[src/rtl/simd_ge_adder_pkg.sv]
package simd_ge_adder_pkg;
    localparam int DATA_W  = 32;
    localparam int BYTE_W  = 8;
    localparam int HALF_W  = 16;
    localparam int N_BYTE  = DATA_W / BYTE_W;
    localparam int N_HALF  = DATA_W / HALF_W;
    localparam int GE_W    = N_BYTE;

    typedef enum logic {
        LM_HALF = 1'b0,
        LM_BYTE = 1'b1
    } lane_mode_e;

    typedef struct packed {
        logic              vld;
        logic [DATA_W-1:0] res;
        logic [GE_W-1:0]   ge;
    } stage_t;
endpackage

[src/rtl/simd_lane_slice.sv]
module simd_lane_slice #(
    parameter int W = 8
) (
    input  logic [W-1:0] a,
    input  logic [W-1:0] b,
    input  logic         sub,
    output logic [W-1:0] wrapped,
    output logic         nonneg
);
    logic signed [W:0] a_ext;
    logic signed [W:0] b_ext;
    logic signed [W:0] full;

    always_comb begin
        a_ext   = $signed({a[W-1], a});
        b_ext   = $signed({b[W-1], b});
        full    = sub ? (a_ext - b_ext) : (a_ext + b_ext);
        wrapped = full[W-1:0];
        nonneg  = ~full[W];
    end
endmodule

[src/rtl/simd_lane_bank.sv]
module simd_lane_bank #(
    parameter int DATA_W = 32,
    parameter int LANE_W = 8
) (
    input  logic [DATA_W-1:0]        a,
    input  logic [DATA_W-1:0]        b,
    input  logic                     sub,
    output logic [DATA_W-1:0]        packed_res,
    output logic [DATA_W/LANE_W-1:0] lane_nonneg
);
    localparam int LANES = DATA_W / LANE_W;

    for (genvar n = 0; n < LANES; n++) begin : g_lane
        simd_lane_slice #(.W(LANE_W)) i_slice (
            .a       (a[n*LANE_W +: LANE_W]),
            .b       (b[n*LANE_W +: LANE_W]),
            .sub     (sub),
            .wrapped (packed_res[n*LANE_W +: LANE_W]),
            .nonneg  (lane_nonneg[n])
        );
    end
endmodule

[src/rtl/simd_ge_adder.sv]
module simd_ge_adder
    import simd_ge_adder_pkg::*;
(
    input  logic              clk,
    input  logic              rst_n,
    input  logic              in_valid,
    input  logic [DATA_W-1:0] op_a,
    input  logic [DATA_W-1:0] op_b,
    input  logic              op_sub,
    input  logic              lane_mode,
    output logic              out_valid,
    output logic [DATA_W-1:0] result,
    output logic [GE_W-1:0]   ge
);
    localparam int SPREAD = HALF_W / BYTE_W;

    logic [DATA_W-1:0] byte_res;
    logic [N_BYTE-1:0] byte_nn;
    logic [DATA_W-1:0] half_res;
    logic [N_HALF-1:0] half_nn;
    logic [GE_W-1:0]   half_ge;

    stage_t st_d, st_q;

    simd_lane_bank #(.DATA_W(DATA_W), .LANE_W(BYTE_W)) i_byte_bank (
        .a           (op_a),
        .b           (op_b),
        .sub         (op_sub),
        .packed_res  (byte_res),
        .lane_nonneg (byte_nn)
    );

    simd_lane_bank #(.DATA_W(DATA_W), .LANE_W(HALF_W)) i_half_bank (
        .a           (op_a),
        .b           (op_b),
        .sub         (op_sub),
        .packed_res  (half_res),
        .lane_nonneg (half_nn)
    );

    for (genvar h = 0; h < N_HALF; h++) begin : g_spread
        assign half_ge[h*SPREAD +: SPREAD] = {SPREAD{half_nn[h]}};
    end

    always_comb begin
        st_d     = st_q;
        st_d.vld = in_valid;
        if (in_valid) begin
            if (lane_mode_e'(lane_mode) == LM_BYTE) begin
                st_d.res = byte_res;
                st_d.ge  = byte_nn;
            end else begin
                st_d.res = half_res;
                st_d.ge  = half_ge;
            end
        end
    end

    always_ff @(posedge clk) begin
        if (!rst_n) begin
            st_q <= '0;
        end else begin
            st_q <= st_d;
        end
    end

    assign out_valid = st_q.vld;
    assign result    = st_q.res;
    assign ge        = st_q.ge;
endmodule

[config.mk]
export PLATFORM = sky130hd
export DESIGN_NAME = simd_ge_adder
export DESIGN_NICKNAME = d
export VERILOG_FILES = /design/src/rtl/simd_ge_adder_pkg.sv /design/src/rtl/simd_lane_slice.sv /design/src/rtl/simd_lane_bank.sv /design/src/rtl/simd_ge_adder.sv
export SDC_FILE = /design/constraint.sdc
export NUM_CORES = 1
export LEC_CHECK = 0
export ABC_AREA = 0
export BUFFER_PORTS_ARGS = -buffer_cell sky130_fd_sc_hd__buf_2
export CELL_PAD_IN_SITES_DETAIL_PLACEMENT = 1
export CELL_PAD_IN_SITES_GLOBAL_PLACEMENT = 2
export CORE_MARGIN = 2
export CORE_UTILIZATION = 33
export CTS_BUF_LIST = sky130_fd_sc_hd__clkbuf_4 sky130_fd_sc_hd__clkbuf_8
export DETAILED_ROUTE_END_ITERATION = 10
export PLACE_DENSITY_LB_ADDON = 0.1
export SLEW_MARGIN = 5
export SYNTH_ARGS = -nofsm -noshare
export SYNTH_HDL_FRONTEND = slang
export SYNTH_HIERARCHICAL = 1
export SYNTH_SLANG_ARGS = --single-unit
[constraint.sdc]
create_clock -name clk -period 5.13 [get_ports clk]
set_input_delay 1.026 -clock clk [delete_from_list [all_inputs] [get_ports clk]]
set_output_delay 1.026 -clock clk [all_outputs]
set_load 0.005 [all_outputs]
==> impl_metrics.ini <==
[timing]
slew-limit-headroom_pct = 25.0
rsz0062_at_grt = false
tightest_slew_ps = 1130
fmax_ghz = 0.252
tns_ps = 0
skew_ps = 0
fin_crit_ps = 3960
fin_crit_sh_pct = 77.2
setup_viol = 0
final_hold_viol_count = 0
slew_viol_final = 0

[logic_synthesis]
syn-num-nets = 863
yosysSeqAreaShare_pct = 13.2
yosysTopAreaCell = ha_1
ys_top_cells_by_area = ha_1, xnor2_1, dfxtp_1
synthCells = 718
synth_area_sq_um = 5610
synth_edf_count = 0
synth_top_area_share_pct = 15.6
ys.flop_type = dfxtp_1
synth_seq_cells = 37
synthArstFlopShare_pct = 0
syn_area_per_cell_sq_um = 7.81
synthDistinctLibCells = 45
yosysWarnings = 6

[worst_setup_path]
worst-path-max-fanout = 7
start_kind = input pin
worst-setup-path-type = in2reg
endpoint_kind = register
cp.arrival_ps = 4090
cp.required_ps = 5260

[final_layout]
layout-drive-gt1-share_pct = 15.5
insertedDiodeCount = 0
final_nets = 953
final_area_sq_um = 6350
areaGrowthSynthToFinish_pct = 13.2
post-route-util_pct = 38.3

[power]
pwr-share-clk_pct = 14.5
max-vdd-ir-drop_uv = 113
pwr-share-comb_pct = 61.2
seqPwrFrac_pct = 24.3
p_int_uw = 813
power.total_mw = 1.41
switching_share_pct = 42.6
pwr_density_cell_nw_per_um2 = 223
leakagePower_nw = 2.94
p_sw_uw = 602

[floorplanning]
start_util_pct = 33.8
die_h_um = 134
coreArea_sq_um = 16600
die_x_um = 134
io_pins = 106
dieArea_sq_um = 18100
std_cell_rows = 47

[place]
dp_hpwl_um = 13500
io_buffers = 105
place_congestion = 0.821
placed_cell_area_sq_um = 6270

[clock_network]
cts_sinks = 37
worst_skew_pair.late_latency_ps = 290
cts.hold.buffers_added = 0
max-clock-path-buffers = 2
cts_inserted_buffers = 5
clkTransAtPathRegs_ps = 80
cts_max_level = 2
tritoncts = yes
cts.repair.resized = 0
post_cts_buffers = 0
cts_root_buf = clkbuf_8

[global_route]
antenna_found_initial = 0
grt_pass1_vias = 5522
gr-usage-all-layers_pct = 18.2
grt-ovfl-total = 0
grt_max_degree = 74
grt_first_pass_wirelength_um = 27300

[route]
totalWireLength_um = 16200
drtAntennaViolNets = 0
vias = 5351
vias_per_cell = 5.20
routedWlPerCell_um = 15.7
drtIter0Drc = 183
firstDrtPassIters = 4
drc = 0

[min_path]
hp-class = reg2reg

[job]
cap_violations = 0

[status]
status = finished clean
==> cells in the final DEF, fill, tap and decap left out, types with 3 or more instances in the layout <==
cell / Yosys / routed
nor4_2: 4 / 4
and3_1: 6 / 6
nor2b_1: 12 / 12
a31oi_1: 18 / 18
xor2_1: 26 / 26
o21a_1: 8 / 8
o211ai_1: 6 / 6
nand2b_1: 4 / 4
o21ai_0: 26 / 26
or3_1: 6 / 6
a21o_1: 16 / 16
o41ai_1: 6 / 6
o21bai_1: 8 / 8
dfxtp_1: 37 / 37
fa_1: 6 / 6
a41oi_1: 4 / 4
o21ai_1: 14 / 14
xnor2_1: 90 / 90
o2111ai_1: 4 / 4
clkbuf_8: 0 / 5
mux2i_1: 42 / 42
a31o_1: 4 / 4
nand3_1: 18 / 18
nor4_1: 4 / 4
a21oi_1: 74 / 74
inv_1: 38 / 38
ha_1: 70 / 70
nor3_1: 20 / 20
buf_2: 7 / 105
and2_1: 3 / 3
nand2_1: 20 / 20
nor2_1: 80 / 80
==> per-layer routing <==
metal  track usage, %  routed length [um]
met1             24.2                7830
met4             1.35                  59
met2             31.7                7630
met3             3.74                 667
met5                0                   0
==> layout make-up <==
class                      count  area (sq um)
clock inverter                 3          17.5
sequential                    37           741
tap                          220           275
timing repair buffer         107           541
inverter                      38           143
fill                        2119         10200
clock buffer                   5          68.8
multi-input combinational    619          4570
==> worst max-delay path, stage by stage <==
cell and delay (ps):
buf_2 140, inv_1 60, ha_1 150, nor3b_1 400, nor2_1 100, xnor2_1 150
ha_1 330, a21o_1 220, a221o_2 430, a31o_1 270, and2_4 150, a221o_1 330
xnor2_1 130, nand2b_1 100, a31oi_1 90
==> registers in the layout, summed over array words and instances (netlist names) <==
register   count
out_valid      1
result        32
ge             4
==> cells in the mapped netlist (6+ instances only) <==
master     n
a21oi_1   74
mux2i_1   42
nor3_1    20
and3_1     6
o211ai_1   6
o41ai_1    6
dfxtp_1   37
o21a_1     8
buf_2      7
nor2_1    80
clkbuf_1   9
o21bai_1   8
xnor2_1   90
nand2_1   20
buf_6      6
ha_1      70
inv_1     38
o21ai_1   14
nand3_1   18
fa_1       6
a21o_1    16
xor2_1    26
a31oi_1   18
or3_1      6
nor2b_1   12
o21ai_0   26
==> power by group through the flow <==
stage / sequential [mW] / clock (mW) / combinational, mW
floorplan: 0.349 / 0 / 0.631
global placement: 0.349 / 0 / 0.861
detailed placement: 0.349 / 0 / 0.874
finish: 0.343 / 0.206 / 0.866
CTS: 0.343 / 0.217 / 0.880
global route: 0.348 / 0.229 / 0.983
==> cells by family (layout without fill, tap and decap cells) <==
group	after synthesis	after routing	synth area share [%]
and+or+nand+nor	185	185	16.0
muxes	42	42	7.49
adders and majority gates	76	76	17.8
buffers and inverters	62	153	5.37
AOI/OAI and AO/OA	200	200	22.1
DFF	37	37	13.2
xor gates and xnor gates	116	116	18.1
==> worst paths after layout <==
kind / startpoint / end / slack, ps / cells after the start
setup / recovery: op_b[16] / ge[3]$_SDFFE_PN0P_ / 1170 / 15
hold / removal: result[7]$_SDFFE_PN0P_ / result[7]$_SDFFE_PN0P_ / 520 / 2
setup reg to reg: result[27]$_SDFFE_PN0P_ / result[27]$_SDFFE_PN0P_ / 4390 / 2
hold reg to reg: result[7]$_SDFFE_PN0P_ / result[7]$_SDFFE_PN0P_ / 520 / 2
==> metrics by stage <==
step	setup WS, ps	instances	hold slack (ps)
2_1_floorplan	1330	718	495
3_3_place_gp	910	1021	498
3_5_place_dp	853	1021	503
4_1_cts	1160	1029	523
5_1_grt	850	1029	565
6_report	1170	1029	518
No activity file was read; power rests on OpenSTA's default activity.
